### config.mk
export PLATFORM = sky130hd
export DESIGN_NAME = cfg_regbank
export DESIGN_NICKNAME = d
export VERILOG_FILES = /design/src/rtl/cfg_regbank_pkg.sv /design/src/rtl/rb_decode.sv /design/src/rtl/rb_plain_regs.sv /design/src/rtl/rb_otp_array.sv /design/src/rtl/rb_live_cfg.sv /design/src/rtl/cfg_regbank.sv
export SDC_FILE = /design/constraint.sdc
export NUM_CORES = 1
export LEC_CHECK = 0
export ABC_AREA = 1
export BUFFER_PORTS_ARGS = -buffer_cell sky130_fd_sc_hd__buf_2
export CORE_MARGIN = 10
export CORE_UTILIZATION = 57
export CTS_BUF_LIST = sky130_fd_sc_hd__clkbuf_4 sky130_fd_sc_hd__clkbuf_8 sky130_fd_sc_hd__clkbuf_16
export CTS_CLUSTER_SIZE = 40
export DETAILED_ROUTE_END_ITERATION = 10
export GPL_TIMING_DRIVEN = 0
export PLACE_DENSITY = 0.77
export SKIP_CTS_REPAIR_TIMING = 1
export SLEW_MARGIN = 40
export SYNTH_ARGS = -nofsm -noshare
export SYNTH_HDL_FRONTEND = slang
export SYNTH_SLANG_ARGS = --single-unit
### constraint.sdc
create_clock -name clk -period 2.6 [get_ports clk]
set_input_delay 0.39 -clock clk [delete_from_list [all_inputs] [get_ports clk]]
set_output_delay 0.39 -clock clk [all_outputs]
set_load 0.01 [all_outputs]
### src/rtl/cfg_regbank_pkg.sv
package cfg_regbank_pkg;

  localparam int DW = 8;

  typedef enum logic [2:0] {
    RGN_NONE,
    RGN_OTP,
    RGN_CTRL,
    RGN_AUTH,
    RGN_TEST,
    RGN_DENY
  } region_e;

  // one-time-programmable merge: bits can only be set
  function automatic logic [DW-1:0] otp_merge(input logic [DW-1:0] old_v,
                                              input logic [DW-1:0] wr_v);
    return old_v | wr_v;
  endfunction

  // true when an array offset lies in the hidden secret window
  function automatic logic in_secret(input logic [7:0] off,
                                     input int first, input int count);
    return (int'(off) >= first) && (int'(off) < first + count);
  endfunction

endpackage

### src/rtl/rb_decode.sv
module rb_decode
  import cfg_regbank_pkg::*;
#(
  parameter int OTP_DEPTH = 16,
  parameter int CTRL_REGS = 2,
  parameter int AUTH_REGS = 3,
  parameter int TEST_REGS = 8
) (
  input  logic       valid,
  input  logic [1:0] bank,
  input  logic [7:0] offset,
  input  logic       test_mode,
  output region_e    region,
  output logic       deny
);
  localparam logic [7:0] OTP_LIM  = 8'(OTP_DEPTH);
  localparam logic [7:0] CTRL_LIM = 8'(CTRL_REGS);
  localparam logic [7:0] AUTH_LIM = 8'(AUTH_REGS);
  localparam logic [7:0] TEST_LIM = 8'(TEST_REGS);

  always_comb begin
    region = RGN_NONE;
    unique case (bank)
      2'd0: if (offset < OTP_LIM)  region = RGN_OTP;
      2'd1: if (offset < CTRL_LIM) region = RGN_CTRL;
      2'd2: if (offset < AUTH_LIM) region = RGN_AUTH;
      2'd3: begin
        if (!test_mode)             region = RGN_DENY;
        else if (offset < TEST_LIM) region = RGN_TEST;
      end
      default: region = RGN_NONE;
    endcase
  end

  assign deny = valid && (region == RGN_DENY);

endmodule

### src/rtl/rb_plain_regs.sv
module rb_plain_regs
  import cfg_regbank_pkg::*;
#(
  parameter int NUM = 2
) (
  input  logic          clk,
  input  logic          rst_n,
  input  logic          wr_en,
  input  logic [7:0]    idx,
  input  logic [DW-1:0] wdata,
  output logic [DW-1:0] rdata
);
  logic [NUM-1:0][DW-1:0] regs;

  for (genvar i = 0; i < NUM; i++) begin : g_reg
    always_ff @(posedge clk or negedge rst_n) begin
      if (!rst_n)                         regs[i] <= '0;
      else if (wr_en && idx == 8'(i))     regs[i] <= wdata;
    end
  end

  always_comb begin
    rdata = '0;
    for (int i = 0; i < NUM; i++)
      if (idx == 8'(i)) rdata = regs[i];
  end

  AST_REG_HOLD: assert property (@(posedge clk) disable iff (!rst_n)
    !wr_en |=> $stable(regs));

endmodule

### src/rtl/rb_otp_array.sv
module rb_otp_array
  import cfg_regbank_pkg::*;
#(
  parameter int          DEPTH    = 16,
  parameter logic [7:0]  DEF_CFG  = 8'h24,
  parameter logic [7:0]  DEF_TRIM = 8'h08
) (
  input  logic                      clk,
  input  logic                      rst_n,
  input  logic                      wr_en,
  input  logic [7:0]                idx,
  input  logic [DW-1:0]             wdata,
  output logic [DEPTH-1:0][DW-1:0]  mem
);
  for (genvar i = 0; i < DEPTH; i++) begin : g_cell
    localparam logic [DW-1:0] INIT = (i == 0) ? DEF_CFG :
                                     (i == 1) ? DEF_TRIM : '0;
    always_ff @(posedge clk or negedge rst_n) begin
      if (!rst_n)                      mem[i] <= INIT;
      else if (wr_en && idx == 8'(i))  mem[i] <= otp_merge(mem[i], wdata);
    end
  end

  AST_OTP_NO_CLEAR: assert property (@(posedge clk) disable iff (!rst_n)
    (~mem & $past(mem)) == '0);

endmodule

### src/rtl/rb_live_cfg.sv
module rb_live_cfg
  import cfg_regbank_pkg::*;
#(
  parameter logic [7:0] DEF_CFG  = 8'h24,
  parameter logic [7:0] DEF_TRIM = 8'h08
) (
  input  logic          clk,
  input  logic          rst_n,
  input  logic          soft_rst,
  input  logic [DW-1:0] src_cfg,
  input  logic [DW-1:0] src_trim,
  output logic [DW-1:0] live_cfg,
  output logic [DW-1:0] live_trim
);
  always_ff @(posedge clk or negedge rst_n) begin
    if (!rst_n) begin
      live_cfg  <= DEF_CFG;
      live_trim <= DEF_TRIM;
    end else if (soft_rst) begin
      live_cfg  <= src_cfg;
      live_trim <= src_trim;
    end
  end

  AST_LIVE_HOLD: assert property (@(posedge clk) disable iff (!rst_n)
    !soft_rst |=> $stable({live_cfg, live_trim}));

  AST_LIVE_LOAD: assert property (@(posedge clk) disable iff (!rst_n)
    soft_rst |=> {live_cfg, live_trim} == $past({src_cfg, src_trim}));

endmodule

### src/rtl/cfg_regbank.sv
module cfg_regbank
  import cfg_regbank_pkg::*;
#(
  parameter int         OTP_DEPTH = 16,
  parameter int         CTRL_REGS = 2,
  parameter int         AUTH_REGS = 3,
  parameter int         TEST_REGS = 8,
  parameter logic [7:0] DEF_CFG   = 8'h24,
  parameter logic [7:0] DEF_TRIM  = 8'h08,
  parameter int         SEC_FIRST = 2,
  parameter int         SEC_N     = OTP_DEPTH - 4
) (
  input  logic              clk,
  input  logic              rst_n,
  input  logic              soft_rst,
  input  logic              test_mode,
  input  logic              acc_valid,
  input  logic              acc_write,
  input  logic [1:0]        acc_bank,
  input  logic [7:0]        acc_offset,
  input  logic [7:0]        acc_wdata,
  output logic [7:0]        rd_data,
  output logic              bus_err,
  output logic [1:0]        cfg_hi_sel,
  output logic [1:0]        cfg_speed,
  output logic              cfg_irq_en,
  output logic              cfg_auto_sleep,
  output logic [1:0]        cfg_lo_sel,
  output logic              trim_flag,
  output logic [2:0]        trim_bias,
  output logic [3:0]        trim_osc,
  output logic [8*SEC_N-1:0] secret_key
);
  localparam int OIW = $clog2(OTP_DEPTH);

  region_e                      region;
  logic                         deny;
  logic                         wr_any;
  logic                         rd_any;
  logic [OTP_DEPTH-1:0][DW-1:0] otp_mem;
  logic [DW-1:0]                ctrl_rd, auth_rd, test_rd, rd_mux;
  logic [DW-1:0]                live_cfg, live_trim;

  // named access events for the assertions
  logic ev_otp_wr, ev_ctrl_wr, ev_auth_wr, ev_test_wr, ev_ignored;

  rb_decode #(
    .OTP_DEPTH(OTP_DEPTH), .CTRL_REGS(CTRL_REGS),
    .AUTH_REGS(AUTH_REGS), .TEST_REGS(TEST_REGS)
  ) u_dec (
    .valid(acc_valid), .bank(acc_bank), .offset(acc_offset),
    .test_mode(test_mode), .region(region), .deny(deny)
  );

  assign wr_any     = acc_valid && acc_write;
  assign rd_any     = acc_valid && !acc_write;
  assign ev_otp_wr  = wr_any && region == RGN_OTP;
  assign ev_ctrl_wr = wr_any && region == RGN_CTRL;
  assign ev_auth_wr = wr_any && region == RGN_AUTH;
  assign ev_test_wr = wr_any && region == RGN_TEST;
  assign ev_ignored = acc_valid && region == RGN_NONE;

  rb_otp_array #(.DEPTH(OTP_DEPTH), .DEF_CFG(DEF_CFG), .DEF_TRIM(DEF_TRIM)) u_otp (
    .clk(clk), .rst_n(rst_n), .wr_en(ev_otp_wr), .idx(acc_offset),
    .wdata(acc_wdata), .mem(otp_mem)
  );

  rb_plain_regs #(.NUM(CTRL_REGS)) u_ctrl (
    .clk(clk), .rst_n(rst_n), .wr_en(ev_ctrl_wr), .idx(acc_offset),
    .wdata(acc_wdata), .rdata(ctrl_rd)
  );

  rb_plain_regs #(.NUM(AUTH_REGS)) u_auth (
    .clk(clk), .rst_n(rst_n), .wr_en(ev_auth_wr), .idx(acc_offset),
    .wdata(acc_wdata), .rdata(auth_rd)
  );

  rb_plain_regs #(.NUM(TEST_REGS)) u_test (
    .clk(clk), .rst_n(rst_n), .wr_en(ev_test_wr), .idx(acc_offset),
    .wdata(acc_wdata), .rdata(test_rd)
  );

  rb_live_cfg #(.DEF_CFG(DEF_CFG), .DEF_TRIM(DEF_TRIM)) u_live (
    .clk(clk), .rst_n(rst_n), .soft_rst(soft_rst),
    .src_cfg(otp_mem[0]), .src_trim(otp_mem[1]),
    .live_cfg(live_cfg), .live_trim(live_trim)
  );

  always_comb begin
    rd_mux = '0;
    unique case (region)
      RGN_OTP:  if (!in_secret(acc_offset, SEC_FIRST, SEC_N))
                  rd_mux = otp_mem[acc_offset[OIW-1:0]];
      RGN_CTRL: rd_mux = ctrl_rd;
      RGN_AUTH: rd_mux = auth_rd;
      RGN_TEST: rd_mux = test_rd;
      default:  rd_mux = '0;
    endcase
  end

  assign rd_data = rd_any ? rd_mux : '0;
  assign bus_err = deny;

  for (genvar k = 0; k < SEC_N; k++) begin : g_sec
    assign secret_key[8*k +: 8] = otp_mem[SEC_FIRST + k];
  end

  assign {cfg_hi_sel, cfg_speed, cfg_irq_en, cfg_auto_sleep, cfg_lo_sel} = live_cfg;
  assign {trim_flag, trim_bias, trim_osc} = live_trim;

  AST_IGNORED_QUIET: assert property (@(posedge clk) disable iff (!rst_n)
    ev_ignored |-> (rd_data == '0) && !bus_err);

  AST_DENY_READ_ZERO: assert property (@(posedge clk) disable iff (!rst_n)
    bus_err |-> rd_data == '0);

  AST_DENY_ONLY_BANK3: assert property (@(posedge clk) disable iff (!rst_n)
    bus_err |-> acc_valid && acc_bank == 2'd3 && !test_mode);

  AST_TEST_NO_ERR: assert property (@(posedge clk) disable iff (!rst_n)
    test_mode |-> !bus_err);

  AST_DENY_NO_WRITE: assert property (@(posedge clk) disable iff (!rst_n)
    bus_err |-> !(ev_otp_wr || ev_ctrl_wr || ev_auth_wr || ev_test_wr));

endmodule

---- Word-level counts from Yosys, hierarchy flattened ----
Cells that the tools add are included.
word-level totals
  bits in registers ....................... 248
  bits of input ports ..................... 24
  output and inout bits ................... 121
operators by class
  magnitude comparators ................... 7
  equality and inequality tests ........... 23
  muxes and demuxes ....................... 24
  bitwise logic cells ..................... 16
  reduce and logical (&&, ||, !) cells .... 40
operators by type and width
  kind                number
  $mux 8              16
  $or 8x8->8          16
  $eq 8x4->1 const B  8
  $logic_and 1x1->1   37
  $bmux 8 s4          1
  $eq 8x3->1 const B  4
  $pmux 8 s4          1
  $eq 8x2->1 const B  2
  $lt 8x2->1 const B  2
  $lt 8x4->1 const B  2
  $pmux 3 s4          1
  $eq 8x1->1 const B  1
  $ge 8x2->1 const B  1
  $logic_not 8->1     1
  $lt 8x5->1 const B  1
  $eq 3x2->1 const B  2
  $eq 3x3->1 const B  2
  $mux 3              2
  $lt 4x5->1 const B  1
  $eq 2x2->1 const B  2
  $mux 2              2
  $eq 3x1->1 const B  1
  $eq 2x1->1 const B  1
  $logic_not 2->1     1
  2 further kinds     2

---- Longest topological paths before layout ----
Gate-level depths: netlist of run 1.
  depth after elaboration ................. 11
  depth in mapped cells ................... 14

---- Hierarchy ----
A second synthesis of run 1 with hierarchy kept.
second synthesis, totals
  cell total of the unflattened synthesis .. 1678
  area total of the unflattened synthesis .. 12688.4 µm²
modules (own cells, without submodules)
  module                   times used  cells an instance  area an instance (µm²)  seq. area each (µm²)
  rb_otp_array             1           573                5148.7                  3206.8
  rb_plain_regs at u_test  1           349                2964.1                  1601.5
  cfg_regbank              1           397                1642.8                  0.0
  rb_plain_regs at u_auth  1           150                1292.5                  600.6
  rb_plain_regs at u_ctrl  1           112                864.6                   400.4
  rb_live_cfg              1           68                 648.1                   404.1
  rb_decode                1           29                 127.6                   0.0

---- Worst setup path after synthesis of run 1 ----
OpenSTA, ideal clock, no wires.
  kind .................................... input-to-output
  start point ............................. input acc_offset[5]
  end point ............................... output rd_data[5]
  arrival ................................. 1.828 ns
  data required time ...................... 2.210 ns
  setup slack ............................. 0.382 ns
  stages .................................. 13
  cell sequence ........................... nor2_1 > nand2_1 > buf_1 > nor2_4 > buf_2 > nand2_1 > nand2_1 > inv_1 > nand2_1 > nand2_1 > nand4_1 > nand2_1 > a21oi_1
between the ends
  cells in the longest elaborated chain, start to end .. 11
  elaborated cells between the ends (all ways) .. 41
  those cells by class .................... order compare (6); eq/ne (11); mux (22); reduce/logical (2)
RTL lines
  item                                                                RTL line            text
  from (decl)                                                         cfg_regbank.sv:20   input logic [7:0] acc_offset,
  parallel branches: the longest is 9 deep, another holds $lt 8x4->1  -
  $pmux 8 s4 (*)                                                      cfg_regbank.sv:91   unique case (region)
  $mux 8 (*)                                                          cfg_regbank.sv:101  assign rd_data = rd_any ? rd_mux : '0;
  to (decl)                                                           cfg_regbank.sv:22   output logic [7:0] rd_data,
Mark *: on every way between the ends.

---- Worst setup path in the final report of run 1 ----
  start point ............................. input acc_offset[1]
  end point ............................... output rd_data[4]
The elaborated chain is that of the path after synthesis.

==> results.ini, run 1 <==
[power]
pwr-share-seq = 0.468
sw_frac_of_total = 0.239
p_switching_mw = 1.98
clkPwrFrac = 0.461
power.internal_mw = 6.29
power.density_nw_per_um2 = 550
vdd_drop_max_v = 0.000455
finalPower_mw = 8.27
combinationalPowerShare = 0.070
leakage_nw = 7.82

[floorplan]
core_area_um2 = 21200
ioPinCount = 145
num_rows = 53
initial_core_util = 0.584
die_w_um = 167
dieArea_um2 = 28000
fp.dieH_um = 167

[final_layout]
drive_gt1_frac = 0.244
nets = 1797
n_fill_cell = 1703
syn_to_final_growth_pct = 21.3

[setup_path]
cp_slowest_cell = a21oi_1
reg2reg_depth = 2
critPathCaptureType = output pin
cp_cell_sequence = buf_2 > nand2_4 > clkbuf_2 > nor2_1 > nor2_1 > nand2_1 > nand2_1 > nand3_1 > nor2_2 > a21oi_1 > a21oi_1 > buf_2
r2r-start = u_otp.mem[11]
worstPathArrival_ns = 2.22
crit_start = acc_offset[1]
critical_path.startpoint_type = primary input
r2r_end = u_live.live_trim[3]
critPathKind = in -> out
cp_max_fo = 10
r2r_slack_ns = 1.81
worstPathRequired_ns = 2.21
cp_slowest_stage_delay_ns = 0.29
crit_path_end = rd_data[4]

[synthesis]
synth_warnings = 0
synthesis.area_um2 = 12400
synthCells = 1570
synth_top_area_cell = dfrtp_1
syn_avg_cell_area_um2 = 7.89
ys_seq_elements = 248
synth_nets = 1594
synth.top_cell.area_share = 0.489
ys_top_cells_by_area = dfrtp_1 (49%), nand2_1 (16%), buf_4 (5.8%)
seq_area_frac_synth = 0.502
yosysUniqueCellTypes = 34

[clock_network]
ctsLongestPathBuffers = 3
cts_buffers = 26
clock-root-buffer = clkbuf_16
clk_pin_slew_ns = 0.06
clock-sinks = 248
htree_num_levels = 1
insertion_delay_ns = 0.53
cts_tree = yes

[routing]
wirelength_um = 40100
antenna_left = 0
wire_per_inst_um = 19.4
via_count = 11600
firstDrtPassIters = 6
drc = 0
vias_per_cell = 5.62
drt_iter0_markers = 1348

[placement]
hpwl_um = 28200
portBuffers = 144
gp_congestion = 0.989

[timing]
worst-slew-pin-transition_ns = 0.878
max_freq_mhz = 383
holdWs_ns = 0.118
drv_slew = 0
finalHoldViolCount = 0
period_share = 1.00
setup_violations = 1
skew_ns = 0.00343
fin_crit_ns = 2.61
finalWorstSetupSlack_ns = -0.0102
relSlewSlack = 0.414

[run_status]
outcome = finished with violations
violations = setup timing

[global_routing]
grt_usage = 0.270
grt_max_degree = 70
grt_pass1_wl_um = 61400
antenna_found_initial = 1
grt-ovfl-total = 0
grt_pass1_vias = 11000

[min_path]
hold_class = in -> reg

[flow_run]
cap_violations = 0

[worst max-delay path, delay by kind of cell]
kind | cells | cell delay, ns
AOI/OAI and AO/OA | 2 | 0.40
buffers and inverters | 3 | 0.62
and+or+nand+nor | 7 | 0.78
[cells in the final DEF (no fill, tap or decap), types with 2 or more instances in the layout]
master,n
nand2_1,511
dfrtp_1,242
inv_1,146
buf_2,146
buf_4,126
nor2_1,108
o21ai_0,89
o21ai_1,68
a21oi_1,37
nand3_1,36
o31ai_1,32
clkbuf_16,28
o21bai_1,26
clkbuf_1,24
buf_6,16
nor2_2,15
clkbuf_4,14
nand4_1,12
nor2_4,11
nand2_4,10
nand2_2,9
inv_2,7
o2111ai_1,7
clkbuf_8,7
nor3_1,6
clkbuf_2,6
a21oi_2,6
dfstp_2,6
buf_8,5
nor4_1,3
nor3_2,3
nand2_8,3
buf_1,3
clkinv_2,3
buf_16,3
inv_4,2
nand3_2,2
[layer usage]
layer	global-route usage	vias to the layer above	share of wire	wire length, um
met1	0.348	5467	0.39	15700
met3	0.0618	134	0.11	4260
met4	0.119	0	0.048	1910
met2	0.428	742	0.45	18200
li1	-	5285	-	-
met5	0	-	0	0
[registers in the layout, summed over array words and instances, names as in the netlist]
name / count
u_auth.regs: 24
u_test.regs: 64
u_ctrl.regs: 16
u_live.live_cfg: 8
u_live.live_trim: 8
u_otp.mem: 128
[kinds of logic after synthesis]
group | after synthesis | synth area share
AOI/OAI and AO/OA | 269 | 0.123
buffers and inverters | 320 | 0.133
DFF | 248 | 0.502
muxes | 1 | 0.000909
and+or+nand+nor | 732 | 0.242
[final cells by class]
cell class,count,area (um^2),area share
clock inverter,5,52.6,0.00350
antenna,1,2.50,0.000167
multi-input combinational,1003,4750,0.316
inverter,157,602,0.0401
tap,275,344,0.0229
buffer,163,1180,0.0788
clock buffer,42,832,0.0554
sequential,248,6210,0.414
timing repair buffer,174,1040,0.0694
[power groups by stage]
stage / clock (mW) / sequential [mW] / combinational, mW
3_3_place_gp: 0 / 3.94 / 0.470
4_1_cts: 3.81 / 3.87 / 0.494
3_5_place_dp: 0 / 3.94 / 0.491
2_1_floorplan: 0 / 3.94 / 0.211
6_report: 3.81 / 3.87 / 0.583
5_1_grt: 3.98 / 3.87 / 0.617
[cell usage after synthesis, drive strengths merged]
master,count
buf,125
o211ai,1
o21ai,158
mux2,1
clkbuf,38
o21bai,26
o31ai,32
dfrtp,242
inv,156
o21a,1
nor2,134
a21oi,43
nor4,3
nand4,12
nand2,533
a21o,1
and2,1
clkinv,1
o2111ai,7
nand3,39
nor3,10
dfstp,6
[through the flow]
stage / area (um^2) / setup TNS [ns] / utilization / setup WS, ns / std cells
floorplan: 12400 / 0 / - / 0.382 / 1570
detailed placement: 13500 / -9.22 / 0.638 / -0.799 / 1992
finish: 15000 / -0.0102 / 0.708 / -0.0102 / 2068
CTS: 14400 / -5.59 / 0.680 / -0.795 / 2039
global route: 15000 / -0.121 / 0.708 / -0.0365 / 2068
global placement: 13500 / -795.66 / 0.634 / -3.23 / 1989
[how the worst min path moves through the flow]
stage / from / end / slack, ns / depth (start not counted)
floorplan: rst_n / u_auth.regs[0] / 0.09 / 0
global placement: u_otp.mem[123] / u_otp.mem[123] / 0.44 / 2
detailed placement: rst_n / u_otp.mem[74] / 0.33 / 1
CTS: rst_n / u_otp.mem[74] / -0.22 / 1
global route: acc_wdata[3] / u_otp.mem[11] / 0.13 / 3
finish: acc_wdata[5] / u_otp.mem[5] / 0.12 / 3
Power figures use the tool's default switching activity.
==> inputs of run 2 (changes only) <==
--- a/config.mk
+++ b/config.mk
@@ -8,12 +8,12 @@
 export ABC_AREA = 1
 export BUFFER_PORTS_ARGS = -buffer_cell sky130_fd_sc_hd__buf_2
 export CORE_MARGIN = 10
-export CORE_UTILIZATION = 57
+export CORE_UTILIZATION = 59
 export CTS_BUF_LIST = sky130_fd_sc_hd__clkbuf_4 sky130_fd_sc_hd__clkbuf_8 sky130_fd_sc_hd__clkbuf_16
 export CTS_CLUSTER_SIZE = 40
 export DETAILED_ROUTE_END_ITERATION = 10
 export GPL_TIMING_DRIVEN = 0
-export PLACE_DENSITY = 0.77
+export PLACE_DENSITY = 0.8
 export SKIP_CTS_REPAIR_TIMING = 1
 export SLEW_MARGIN = 40
 export SYNTH_ARGS = -nofsm -noshare
==> results.ini, run 2 (synthesis gave the netlist of run 1 again) <==
[setup_path]
crit_start = acc_offset[0]
cp_slowest_cell = a21oi_1
worstPathArrival_ns = 2.17  ; -0.05 ns
worstPathRequired_ns = 2.21  ; about the same
reg2reg_depth = 2  ; unchanged
critPathCaptureType = output pin
r2r_slack_ns = 1.81  ; about the same
critPathTopFamily = simple AND/OR/NAND/NOR gates
cp_slowest_stage_delay_ns = 0.18  ; -0.11 ns
cp.buffers_inverters = 5  ; +2
cp_max_fo = 10  ; unchanged
critical_path.startpoint_type = primary input
r2r_end = u_live.live_trim[3]
critPathKind = in -> out
cpMostUsedCell = nor2_1
cp_cell_sequence = buf_6 > buf_8 > clkinv_8 > nand2_8 > buf_12 > nor2_1 > nor2_1 > nand2_1 > nand2_1 > nand3_2 > nor2_1 > a21oi_1 > a21oi_1 > buf_2
r2r-start = u_live.live_trim[3]

[timing]
setup_violations = 0  ; -1
drv_slew = 0  ; unchanged
holdWs_ns = 0.113  ; -0.00497 ns
finalHoldViolCount = 0  ; unchanged
worst-slew-pin-transition_ns = 0.948  ; +0.0700 ns
skew_ns = 0.00522  ; +0.00179 ns
period_share = 0.986  ; -0.0177
fin_crit_ns = 2.56  ; -0.0461 ns
max_freq_mhz = 390  ; +1.8%
relSlewSlack = 0.368  ; -0.0467

[final_layout]
layout_commonest_cell = nand2_1
n_fill_cell = 1601  ; -6.0%
diodes = 0  ; -1
regMostFlops = u_otp.mem
drive_gt1_frac = 0.237  ; -0.00715
layout_common_cells = nand2_1 (515), dfrtp_1 (242), inv_1 (146)
syn_to_final_growth_pct = 21.0
nets = 1791  ; -0.33%
largest_reg_flops = 128  ; unchanged
post-route-util = 0.733  ; +0.0256
reg_top3 = u_otp.mem x128, u_test.regs x64, u_auth.regs x24

[power]
leakage_nw = 7.81  ; -0.14%
power.density_nw_per_um2 = 556  ; +1.0%
vdd_drop_max_v = 0.000504  ; +11%

[global_routing]
grt_pass1_wl_um = 61300  ; about the same
grt_usage = 0.287  ; +0.0168
antenna_found_initial = 0  ; -1
grt_max_degree = 78  ; +11%
grt_pass1_vias = 11000  ; +0.46%
grt-ovfl-total = 0  ; unchanged

[placement]
gp_congestion = 0.998  ; +0.85%
hpwl_um = 28800  ; +2.2%
portBuffers = 144  ; unchanged

[routing]
firstDrtPassIters = 6  ; unchanged
vias_per_cell = 5.61  ; -0.14%
antenna_left = 0  ; unchanged
via_count = 11600  ; -0.67%
wirelength_um = 39900  ; -0.35%
drt_iter0_markers = 1084  ; -20%
wire_per_inst_um = 19.4  ; +0.18%
drc = 0  ; unchanged

[run_status]
outcome = complete, no violations

[clock_network]
cts_buffers = 27  ; +3.8%
clock-root-buffer = clkbuf_16
cts_tree = yes
insertion_delay_ns = 0.53  ; about the same
clk_pin_slew_ns = 0.06  ; about the same
clock-sinks = 248  ; unchanged
htree_num_levels = 1  ; unchanged
ctsLongestPathBuffers = 3  ; unchanged

[floorplan]
dieArea_um2 = 27200  ; -3.0%
core_area_um2 = 20400  ; -3.7%
num_rows = 52  ; -1.9%
fp.dieH_um = 165  ; -1.5%
initial_core_util = 0.606  ; +0.0226
ioPinCount = 145  ; unchanged
die_w_um = 165  ; -1.5%

[flow_run]
cap_violations = 0  ; unchanged

[min_path]
whs_endpoint = u_otp.mem[12]
min_from = acc_wdata[4]
hold_path_depth = 3  ; unchanged
hold_class = in -> reg

[run 2: changes by cell type in the layout (fill, tap and decap cells not counted), sizes merged]
cell	before	now
clkbuf	79	78
buf	299	294
clkinv	4	6
diode	1	0
bufinv	1	2
clkinvlp	1	0
nor2	135	134
[run 2: metrics by stage]
| stage | area (um^2) | worst slack [ns] | total power, mW | instances | setup TNS [ns] |
|---|---|---|---|---|---|
| 2_1_floorplan | 12400 | 0.382 | 4.15 | 1570 | 0 |
| 3_3_place_gp | 13400 | -3.21 | 4.41 | 1984 | -792.35 |
| 3_5_place_dp | 13500 | -0.896 | 4.43 | 1987 | -10.44 |
| 4_1_cts | 14400 | -0.903 | 8.26 | 2036 | -6.41 |
| 5_1_grt | 15000 | -0.0808 | 8.53 | 2057 | -0.262 |
| 6_report | 15000 | 0.0359 | 8.33 | 2057 | 0 |
[run 2: worst max path at each step]
| stage | to | slack, ns | depth (start not counted) |
|---|---|---|---|
| after floorplan | rd_data[5] | 0.38 | 13 |
| after global placement | u_test.regs[3] | -3.21 | 1 |
| after detailed placement | rd_data[7] | -0.90 | 16 |
| after CTS | rd_data[7] | -0.90 | 16 |
| after global routing | rd_data[0] | -0.08 | 11 |
| final | rd_data[1] | 0.04 | 14 |
[run 2: metal layers]
| metal | part of all wire | wire length, um | GRT usage |
|---|---|---|---|
| met4 | 0.044 | 1740 | 0.123 |
| met3 | 0.10 | 3990 | 0.0473 |
| met1 | 0.40 | 15800 | 0.379 |
| met5 | 0 | 0 | 0 |
| met2 | 0.46 | 18400 | 0.460 |
[run 2: final cells by class]
class	instances	area (um^2)	share of cell area
sequential	248	6210	0.415
multi-input combinational	1002	4720	0.315
buffer	162	1190	0.0793
timing repair buffer	169	1010	0.0673
clock buffer	42	813	0.0543
inverter	157	607	0.0405
tap	270	338	0.0225
clock inverter	7	92.6	0.00618
[run 2: worst min-delay path: cells and delay by family]
kind                   cells  cell delay (ns)
buffers and inverters      1             0.12
and+or+nand+nor            2             0.11
[run 2: report_power, final]
part           switching [mW]  internal [mW]  leakage (nW)
logic                   0.436          0.143          4.48
clock network            1.53           2.35         0.461
registers             0.00511           3.87          2.87
==> inputs of run 3 (changes only) <==
--- a/config.mk
+++ b/config.mk
@@ -13,9 +13,10 @@
 export CTS_CLUSTER_SIZE = 40
 export DETAILED_ROUTE_END_ITERATION = 10
 export GPL_TIMING_DRIVEN = 0
-export PLACE_DENSITY = 0.8
+export PLACE_DENSITY = 0.79
 export SKIP_CTS_REPAIR_TIMING = 1
 export SLEW_MARGIN = 40
 export SYNTH_ARGS = -nofsm -noshare
 export SYNTH_HDL_FRONTEND = slang
+export SYNTH_HIERARCHICAL = 1
 export SYNTH_SLANG_ARGS = --single-unit
==> results.ini, run 3 <==
[min_path]
min_from = soft_rst
whs_endpoint = u_live/live_cfg[5]
hold_class = in -> reg
hold_path_depth = 3  ; unchanged

[timing]
relSlewSlack = 0.557  ; +0.190
setup_violations = 0  ; unchanged
fin_crit_ns = 2.59  ; +0.0257 ns
rsz0062_at_grt = true
holdWs_ns = 0.0747  ; -0.0387 ns
finalHoldViolCount = 0  ; unchanged
max_freq_mhz = 386  ; -0.99%
skew_ns = 0.00708  ; +0.00185 ns
worst-slew-pin-transition_ns = 0.664  ; -0.285 ns
period_share = 0.996  ; +0.00989
drv_slew = 0  ; unchanged

[clock_network]
clock-sinks = 248  ; unchanged
clock-root-buffer = clkbuf_16
cts_tree = yes
insertion_delay_ns = 0.56  ; +0.03 ns
cts_buffers = 27  ; unchanged
clk_pin_slew_ns = 0.06  ; about the same
ctsLongestPathBuffers = 3  ; unchanged
htree_num_levels = 1  ; unchanged

[global_routing]
grt_usage = 0.280  ; -0.00699
grt_pass1_wl_um = 63900  ; +4.1%
antenna_found_initial = 0  ; unchanged
grt-ovfl-total = 0  ; unchanged
grt_pass1_vias = 11700  ; +6.3%
grt_max_degree = 76  ; -2.6%

[floorplan]
ioPinCount = 145  ; unchanged
die_w_um = 167  ; +1.1%
initial_core_util = 0.602  ; -0.00462
num_rows = 53  ; +1.9%
core_area_um2 = 21100  ; +3.2%
fp.dieH_um = 167  ; +1.1%
dieArea_um2 = 27800  ; +2.1%

[routing]
antenna_left = 0  ; unchanged
drc = 0  ; unchanged
vias_per_cell = 5.62  ; +0.17%
wirelength_um = 40900  ; +2.4%
drt_iter0_markers = 1502  ; +39%
firstDrtPassIters = 6  ; unchanged
wire_per_inst_um = 18.9  ; -2.7%
via_count = 12200  ; +5.4%

[synthesis]
synthFlopType = dfrtp_1
synth_common_cells = nand2_1 (609), nand3_1 (254), dfrtp_1 (242)
ys_seq_elements = 248  ; unchanged
synth_top_area_cell = dfrtp_1
synth_nets = 1702  ; +6.8%
syn_avg_cell_area_um2 = 7.56  ; -4.2%
seq_area_frac_synth = 0.490  ; -0.0119
synthesis.area_um2 = 12700  ; +2.4%
yosysMostFrequentCell = nand2_1
synth_enable_flop_cells = 0  ; unchanged
ys_top_cells_by_area = dfrtp_1 (48%), nand2_1 (18%), nand3_1 (10%)
synth.top_cell.area_share = 0.477  ; -0.0116
yosysUniqueCellTypes = 31  ; -8.8%
synthCells = 1678  ; +6.9%
synth_warnings = 6  ; +6
synthArstFlopShare = 1.00  ; unchanged

[placement]
hpwl_um = 28600  ; -0.85%
dp.cells = 2099  ; +5.6%
gp_congestion = 0.980  ; -1.8%
portBuffers = 143  ; -0.69%

[final_layout]
regMostFlops = u_otp/mem
finalNonFillerCells = 2164  ; +5.2%
nets = 1892  ; +5.6%
diodes = 0  ; unchanged
layout_commonest_cell = nand2_1
drive_gt1_frac = 0.210  ; -0.0265
post-route-util = 0.720  ; -0.0130
largest_reg_flops = 128  ; unchanged
layout_common_cells = nand2_1 (600), nand3_1 (252), dfrtp_1 (242)
reg_top3 = u_otp/mem x128, u_test/regs x64, u_auth/regs x24
syn_to_final_growth_pct = 19.7

[setup_path]
critPathCaptureType = output pin
reg2reg_depth = 2  ; unchanged
worstPathRequired_ns = 2.21  ; about the same
cp_max_fo = 16  ; +6
critical_path.startpoint_type = primary input
r2r-start = u_otp/mem[5]
critPathKind = in -> out
r2r_end = u_live/live_cfg[5]
r2r_slack_ns = 1.84  ; +0.03 ns
worstPathArrival_ns = 2.20  ; +0.03 ns

[power]
power.density_nw_per_um2 = 576  ; +3.5%
vdd_drop_max_v = 0.000617  ; +23%
leakage_nw = 8.09  ; +3.6%

[run_status]
outcome = complete, no violations

[flow_run]
cap_violations = 0  ; unchanged

-- run 3: cell count changes after synthesis, sizes merged, moves of 18 or more --
cell / before / now
buf: 125 / 62
o21ai: 158 / 94
o31ai: 32 / 0
nand2: 533 / 634
inv: 156 / 222
o21bai: 26 / 0
a21oi: 43 / 3
nand3: 39 / 259
clkbuf: 38 / 15
nor2: 134 / 116
-- run 3: how the worst max path moves through the flow --
stage             startpoint                  end  cells after the start
2_1_floorplan  acc_offset[7]           rd_data[6]                      9
3_3_place_gp           rst_n  u_live/live_trim[1]                      1
3_5_place_dp   acc_offset[0]           rd_data[6]                     12
4_1_cts        acc_offset[0]           rd_data[6]                     12
5_1_grt        acc_offset[6]           rd_data[5]                     15
6_report       acc_offset[3]           rd_data[5]                     15
-- run 3: critical path, stage by stage --
cell and delay [ns]:
buf_6 0.15, nor2_2 0.11, nand2_1 0.07, nor2_2 0.13
nand2_2 0.08, nand2_2 0.07, inv_2 0.05, nor3_4 0.18
inv_2 0.08, a21oi_4 0.29, nand2_2 0.12, nor2_4 0.17
nor2_2 0.05, nor2_1 0.09, buf_2 0.15
-- run 3: layout make-up --
| cell class | instances | area, um^2 |
|---|---|---|
| buffer | 77 | 494 |
| clock buffer | 42 | 863 |
| clock inverter | 8 | 121 |
| fill | 1651 | 5890 |
| inverter | 222 | 841 |
| multi-input combinational | 1131 | 5320 |
| sequential | 248 | 6210 |
| tap | 275 | 344 |
| timing repair buffer | 161 | 992 |
-- run 3: per-stage QoR --
step / area (um^2) / setup WS, ns / TNS (ns) / power [mW]
2_1_floorplan: 12700 / 0.548 / 0 / 4.28
3_3_place_gp: 13700 / -3.26 / -802.52 / 4.57
3_5_place_dp: 13800 / -0.325 / -15.55 / 4.59
4_1_cts: 14800 / -0.331 / -1.93 / 8.71
5_1_grt: 15200 / -0.0829 / -0.300 / 9.00
6_report: 15200 / 0.0102 / 0 / 8.74
-- run 3: logic make-up (layout without fill, tap and decap cells) --
kind of cell,Yosys count,count (layout),synth area share
AOI/OAI and AO/OA,105,105,0.0486
buffers and inverters,299,510,0.103
DFF,248,248,0.490
and+or+nand+nor,1026,1026,0.358
-- run 3: power by group --
part	switching (mW)	total, mW	internal (mW)
logic	0.515	0.690	0.175
clock network	1.59	4.16	2.57
registers	0.0117	3.90	3.88
total	2.12	8.74	6.63
-- run 3: layer usage --
layer  GRT usage  vias to the layer above  part of all wire
li1            -                     5595                 -
met1       0.352                     5714              0.38
met2       0.459                      694              0.48
met3      0.0485                      169             0.092
met4       0.135                        0             0.054
met5           0                        -                 0
